**src/rtl/scanline_irq_pkg.sv**
```systemverilog
package scanline_irq_pkg;

  parameter int unsigned LINE_W  = 10;
  parameter int unsigned ABS_W   = LINE_W + 1;
  parameter int unsigned N_CHAN  = 2;
  parameter int unsigned WORD_W  = 32;
  parameter int unsigned HI_LSB  = 16;

  typedef logic [LINE_W-1:0] prog_line_t;
  typedef logic [ABS_W-1:0]  abs_line_t;

  // Width mask for one line field, and the full word mask.
  function automatic logic [WORD_W-1:0] field_mask();
    return WORD_W'((64'd1 << LINE_W) - 64'd1);
  endfunction

  function automatic logic [WORD_W-1:0] word_mask();
    return (field_mask() << HI_LSB) | field_mask();
  endfunction

  // Field-relative line to absolute raster line.
  function automatic abs_line_t field_target(prog_line_t n, logic ilace, logic odd);
    if (ilace) return {n, odd};
    return {1'b0, n};
  endfunction

  // A target is reachable only below the line total.
  function automatic logic target_reachable(abs_line_t tgt, abs_line_t total);
    return tgt < total;
  endfunction

endpackage

```
**src/rtl/scanline_irq_cfg.sv**
```systemverilog
module scanline_irq_cfg
  import scanline_irq_pkg::*;
(
  input  logic              clk,
  input  logic              rst_n,
  input  logic              wr_en,
  input  logic [WORD_W-1:0] wr_data,
  output logic [WORD_W-1:0] cfg_q,
  output prog_line_t        line_hi,
  output prog_line_t        line_lo,
  output logic              rearm
);

  localparam logic [WORD_W-1:0] MASK = word_mask();

  always_ff @(posedge clk) begin
    if (!rst_n) cfg_q <= '0;
    else if (wr_en) cfg_q <= wr_data & MASK;
  end

  assign line_hi = cfg_q[HI_LSB +: LINE_W];
  assign line_lo = cfg_q[0 +: LINE_W];
  assign rearm   = wr_en;

  assert_cfg_mask_R1: assert property (@(posedge clk) disable iff (!rst_n)
    wr_en |=> (cfg_q == ($past(wr_data) & 32'h03FF03FF)));

endmodule

```
**src/rtl/scanline_irq_chan.sv**
```systemverilog
module scanline_irq_chan
  import scanline_irq_pkg::*;
(
  input  logic       clk,
  input  logic       rst_n,
  input  prog_line_t prog_line,
  input  abs_line_t  line_cnt,
  input  logic       line_start,
  input  logic       field_odd,
  input  logic       interlace,
  input  abs_line_t  total_lines,
  input  logic       rearm,
  output logic       irq
);

  abs_line_t tgt_abs;
  logic      tgt_ok;
  logic      field_start;
  logic      armed;
  logic      armed_eff;
  logic      hit;

  always_comb begin
    tgt_abs     = field_target(prog_line, interlace, field_odd);
    tgt_ok      = target_reachable(tgt_abs, total_lines);
    field_start = line_start && (line_cnt == '0);
    armed_eff   = armed || field_start;
    hit         = line_start && armed_eff && tgt_ok && (line_cnt == tgt_abs);
  end

  always_ff @(posedge clk) begin
    if (!rst_n) begin
      armed <= 1'b1;
      irq   <= 1'b0;
    end else begin
      irq <= hit;
      if (rearm)            armed <= 1'b1;
      else if (hit)         armed <= 1'b0;
      else if (field_start) armed <= 1'b1;
    end
  end

  // a pulse follows a line start on the target line
  assert_match_line_R2: assert property (@(posedge clk) disable iff (!rst_n)
    irq |-> ($past(line_start) && ($past(line_cnt) == $past(tgt_abs))));

  // in interlaced mode the matched line parity follows the field
  assert_field_parity_R4: assert property (@(posedge clk) disable iff (!rst_n)
    (irq && $past(interlace)) |-> ($past(line_cnt[0]) == $past(field_odd)));

  assert_in_range_R5: assert property (@(posedge clk) disable iff (!rst_n)
    irq |-> ($past(line_cnt) < $past(total_lines)));

endmodule

```
**src/rtl/scanline_irq_pair.sv**
```systemverilog
module scanline_irq_pair
  import scanline_irq_pkg::*;
(
  input  logic              clk,
  input  logic              rst_n,
  input  logic              cfg_wr,
  input  logic [WORD_W-1:0] cfg_wdata,
  output logic [WORD_W-1:0] cfg_rdata,
  input  logic [ABS_W-1:0]  line_cnt,
  input  logic              line_start,
  input  logic              field_odd,
  input  logic              interlace_en,
  input  logic [ABS_W-1:0]  total_lines,
  output logic              irq_a,
  output logic              irq_b
);

  prog_line_t line_sel [N_CHAN];
  logic [N_CHAN-1:0] irq_vec;
  logic rearm;

  scanline_irq_cfg cfg_i (
    .clk     (clk),
    .rst_n   (rst_n),
    .wr_en   (cfg_wr),
    .wr_data (cfg_wdata),
    .cfg_q   (cfg_rdata),
    .line_hi (line_sel[0]),
    .line_lo (line_sel[1]),
    .rearm   (rearm)
  );

  for (genvar c = 0; c < N_CHAN; c++) begin : g_chan
    scanline_irq_chan chan_i (
      .clk         (clk),
      .rst_n       (rst_n),
      .prog_line   (line_sel[c]),
      .line_cnt    (line_cnt),
      .line_start  (line_start),
      .field_odd   (field_odd),
      .interlace   (interlace_en),
      .total_lines (total_lines),
      .rearm       (rearm),
      .irq         (irq_vec[c])
    );
  end

  assign irq_a = irq_vec[0];
  assign irq_b = irq_vec[1];

  assert_reset_quiet_R11: assert property (@(posedge clk)
    $past(!rst_n) |-> (!irq_a && !irq_b && (cfg_rdata == '0)));

endmodule

```
**config.mk**
```make
export PLATFORM = sky130hd
export DESIGN_NAME = scanline_irq_pair
export DESIGN_NICKNAME = d
export VERILOG_FILES = /design/src/rtl/scanline_irq_pkg.sv /design/src/rtl/scanline_irq_cfg.sv /design/src/rtl/scanline_irq_chan.sv /design/src/rtl/scanline_irq_pair.sv
export SDC_FILE = /design/constraint.sdc
export NUM_CORES = 1
export LEC_CHECK = 0
export ABC_AREA = 0
export CAP_MARGIN = 20
export CORE_MARGIN = 2
export CORE_UTILIZATION = 45
export DETAILED_ROUTE_END_ITERATION = 6
export DONT_BUFFER_PORTS = 1
export PLACE_DENSITY = 0.7
export SETUP_SLACK_MARGIN = 0.02
export SYNTH_ARGS = -nofsm -noshare
export SYNTH_HDL_FRONTEND = slang
export SYNTH_SLANG_ARGS = --single-unit
```
**constraint.sdc**
```tcl
create_clock -name clk -period 3.4 [get_ports clk]
set_input_delay 0.17 -clock clk [delete_from_list [all_inputs] [get_ports clk]]
set_output_delay 0.17 -clock clk [all_outputs]
set_load 0.05 [all_outputs]
```
==> Implementation_results.wiki <==
{| class="wikitable"
! Metric !! Value
|-
| Result of the run || finished, final reports clean
|-
| Number of vias in the routed layout || 1,635
|-
| Predominant post-synthesis flop cell || sky130_fd_sc_hd__dfxtp_1
|-
| Initial antenna violation count || 0
|-
| Final Max Tran Viols || 0
|-
| Initial standard-cell utilization of the core || between 40 and 50%
|-
| Final Cycle Share || between 70% and 80%
|-
| Share of synthesized registers carrying an async set or reset || 0%
|-
| Setup Crit Path Kind || reg2reg
|-
| Die Width || 72.8 um
|-
| Share of post-route cells with drive strength above 1 || 12.9%
|-
| Number of clock buffers inserted by TritonCTS || 3
|-
| Internal || 543 uW
|-
| Setup repair after global routing missed its margin || no
|-
| Flop-to-flop setup slack || 960 ps
|-
| Design Area, Final || roughly 0.0022 mm^2
|-
| Leakage component of the power || around 1.1 nW
|-
| GR met1 Demand/Resource || 24.3%
|-
| Clock Path Buffers || 2
|-
| Maximum capacitance violations || 0
|-
| Most common cell after layout, fill and taps aside || sky130_fd_sc_hd__mux2i_1
|-
| Net switching power of the design || around 260 uW
|-
| Relative slew margins || 56.9%
|-
| Number of endpoints failing setup at the final stage || 0
|-
| Routing usage on met3 || between 4 and 5%
|-
| Net count reported at finish || approximately 320
|-
| Post-DP HPWL || 3980 um
|-
| Overall die height || 72.8 um
|-
| Number of standard cells after synthesis || between 200 and 250
|-
| Total Routed Length || 5010 um
|-
| Highest achievable clock rate || 0.409 GHz
|-
| Clock period minus final worst setup slack || 2440 ps
|-
| Crit path launch || cfg_i.cfg_q[8]
|-
| DR WL/cell || roughly 17 um
|-
| Share of total power in the clock network || about a third
|-
| Hold buffers post-CTS || 0
|-
| Most frequent cells in the layout || 27 x sky130_fd_sc_hd__mux2i_1, 24 x sky130_fd_sc_hd__dfxtp_1, 22 x sky130_fd_sc_hd__nor2b_1, 20 x sky130_fd_sc_hd__ha_1, 17 x sky130_fd_sc_hd__mux2_2
|-
| Post-cts resize count || 0
|-
| Ports placed on the boundary || 94
|-
| Sequential power share || 41.9%
|-
| GPL Wtd Cong || 0.908
|-
| Crit path cell chain || buf_4, mux2_2, ha_1, and4_1, nand3_1, o21ai_0, nand4bb_1, nor4_1, and3b_1
|-
| Post-synthesis area per instance || 8.99 um^2
|-
| Combinational share of power || roughly a quarter
|-
| Drt pass-1 iters || 4
|-
| Total count of hold-check failures in the final report || 0
|-
| Largest fanout on the critical path || 5
|-
| Clock root cell || sky130_fd_sc_hd__clkbuf_8
|-
| Yosys cell types || 40
|-
| Highest ir drop seen on vdd || 0.191 mV
|-
| Sw frac || approximately 33%
|-
| Worst EP required || ~3600 ps
|-
| Post-synthesis instance area || 0.00213 mm^2
|-
| Total global-route track usage || 20.3%
|-
| Final standard cell utilization of the core || 48.1%
|-
| Number of flops mapped to enable cells by yosys || 0
|-
| Largest net degree at the start of global routing || 37
|-
| Sum of overflow across all layers after global routing || 0
|-
| Global-route wire length before repair || 8390 um
|-
| Routing layer with the top usage in global route || met2
|-
| Post-DP Area || 0.00216 mm^2
|-
| Worst reg2reg path startpoint || cfg_i.cfg_q[8]
|-
| Top-area cell type share of the netlist area || 22.5%
|-
| Clock insertion delay at the later pin of the skew report || about 270 ps
|-
| Site row count || 25
|-
| Proportion of synthesized chip area in sequential cells || a little under a quarter
|-
| Number of clock sinks || 24
|-
| Crit path max-delay cell type || sky130_fd_sc_hd__nor4_1
|-
| Arrival time of the worst setup path || between 2000 and 3000 ps
|-
| Antenna diode count || 0
|-
| IO buf count || 0
|-
| Filler cell count || 467
|-
| Via count of the first global-routing pass || 1,700
|-
| Core area || 0.00463 mm^2
|-
| Largest incremental delay on the critical path || between 400 and 500 ps
|-
| Count of routing violations after the opening detailed-route iteration || 54
|-
| Number of H-tree branching levels || 1
|-
| Post-synthesis cell type with the largest combined area || sky130_fd_sc_hd__dfxtp_1
|-
| Clock skew || 3.29 ps
|-
| Clock tree from TritonCTS || yes
|-
| Area of the die || roughly 0.0053 mm^2
|-
| Number of warning messages in the yosys log || 0
|-
| Worst-margin pin slew || 646 ps
|-
| Most area-consuming cells after synthesis || sky130_fd_sc_hd__dfxtp_1 23%, sky130_fd_sc_hd__mux2i_1 13%, sky130_fd_sc_hd__ha_1 12%, sky130_fd_sc_hd__mux2_2 9.0%, sky130_fd_sc_hd__nor2b_1 6.5%
|-
| Summed negative setup slack over all endpoints || 0 ps
|-
| Number of synthesized register bits || 24
|-
| Power per cell area || 363 mW/mm^2
|-
| Nature of the critical path endpoint || flop
|-
| Min-Delay Startpoint || rst_n
|-
| Residual antenna-violating net count after detailed routing || 0
|-
| GRT met2 Usage || a little over a third
|-
| Average via count per standard cell || 5.56
|-
| Crit start category || flop
|-
| Post-CTS Setup Bufs || 0
|-
| Clock-pin slew of the registers on the worst-case setup and hold paths || approximately 90 ps
|-
| # DRC || 0
|-
| Area growth from synthesis to layout || 4.52%
|-
| Path category of the worst min-delay check || in2reg
|}
## kinds of logic after synthesis
family | Yosys count | share of synthesized area [%]
AO/OA/AOI/OAI | 24 | 6.81
XOR/XNOR | 23 | 9.45
adder cells (fa/ha/maj) | 20 | 11.7
buffers and inverters | 37 | 9.92
flip-flops | 24 | 22.5
multiplexers | 44 | 21.7
other | 1 | 0.176
AND/OR/NAND/NOR | 64 | 17.7
## registers in the layout, indices dropped and copies added, names as in the netlist
register / count
g_chan.chan_i.irq: 2
cfg_i.cfg_q: 20
g_chan.chan_i.armed: 2
## cell type report
type	instances	area (um^2)	area share, %
inverters	16	60.1	2.70
flip-flops and latches	24	480	21.6
well taps	54	67.6	3.03
repair buffers	9	67.6	3.03
clock buffers	3	41.3	1.85
clock inverters	1	30.0	1.35
multi-input cells	187	1480	66.5
## stage by stage
step	total power [mW]	hold slack, ps	setup WS (ps)	cells
final	0.807	26.1	957	294
after global routing	0.857	14.5	738	294
after CTS	0.817	18.6	974	294
after detailed placement	0.557	301	1010	290
after global placement	0.551	296	1020	290
after floorplan	0.546	334	902	248
## per-layer routing
layer  routed length (um)  vias up
li1                     -      806
met1                 2140      759
met2                 2450       62
met3                  312        8
met4                  116        0
met5                    0        -
## synthesized netlist by cell type (3+ instances only)
| cell type | instances |
|---|---|
| sky130_fd_sc_hd__nor3_1 | 3 |
| sky130_fd_sc_hd__xor2_1 | 10 |
| sky130_fd_sc_hd__clkbuf_1 | 4 |
| sky130_fd_sc_hd__nor2_1 | 9 |
| sky130_fd_sc_hd__buf_4 | 13 |
| sky130_fd_sc_hd__a21oi_1 | 6 |
| sky130_fd_sc_hd__dfxtp_1 | 24 |
| sky130_fd_sc_hd__nor4_1 | 4 |
| sky130_fd_sc_hd__mux2i_1 | 27 |
| sky130_fd_sc_hd__inv_1 | 16 |
| sky130_fd_sc_hd__ha_1 | 20 |
| sky130_fd_sc_hd__nand2_1 | 9 |
| sky130_fd_sc_hd__and3b_1 | 3 |
| sky130_fd_sc_hd__xnor2_1 | 13 |
| sky130_fd_sc_hd__o21ai_0 | 8 |
| sky130_fd_sc_hd__mux2_2 | 17 |
| sky130_fd_sc_hd__nand4_1 | 3 |
| sky130_fd_sc_hd__nor2b_1 | 22 |
## worst max-delay path: cells and delay by family (launching register included)
family / cells / cell delay [ps]
buf+inv: 1 / 190
fa+ha+maj: 1 / 280
simple gates: 5 / 1190
compound gates: 1 / 130
mux: 1 / 290
flops: 1 / 310
## path summary, 6_finish.rpt
path / end / cells past startpoint
hold reg to reg: g_chan[1].chan_i.armed / 2
setup / recovery: g_chan[1].chan_i.irq / 9
hold / removal: cfg_i.cfg_q[7] / 1
setup reg to reg: g_chan[1].chan_i.irq / 9
## power by group through the flow
stage,Clock (mW),Sequential (mW),Combinational (mW)
2_1_floorplan,0,0.364,0.182
3_3_place_gp,0,0.345,0.206
3_5_place_dp,0,0.346,0.211
4_1_cts,0.265,0.339,0.213
5_1_grt,0.278,0.341,0.238
6_report,0.256,0.338,0.213
Note: power is estimated with default switching activity, not from simulation.
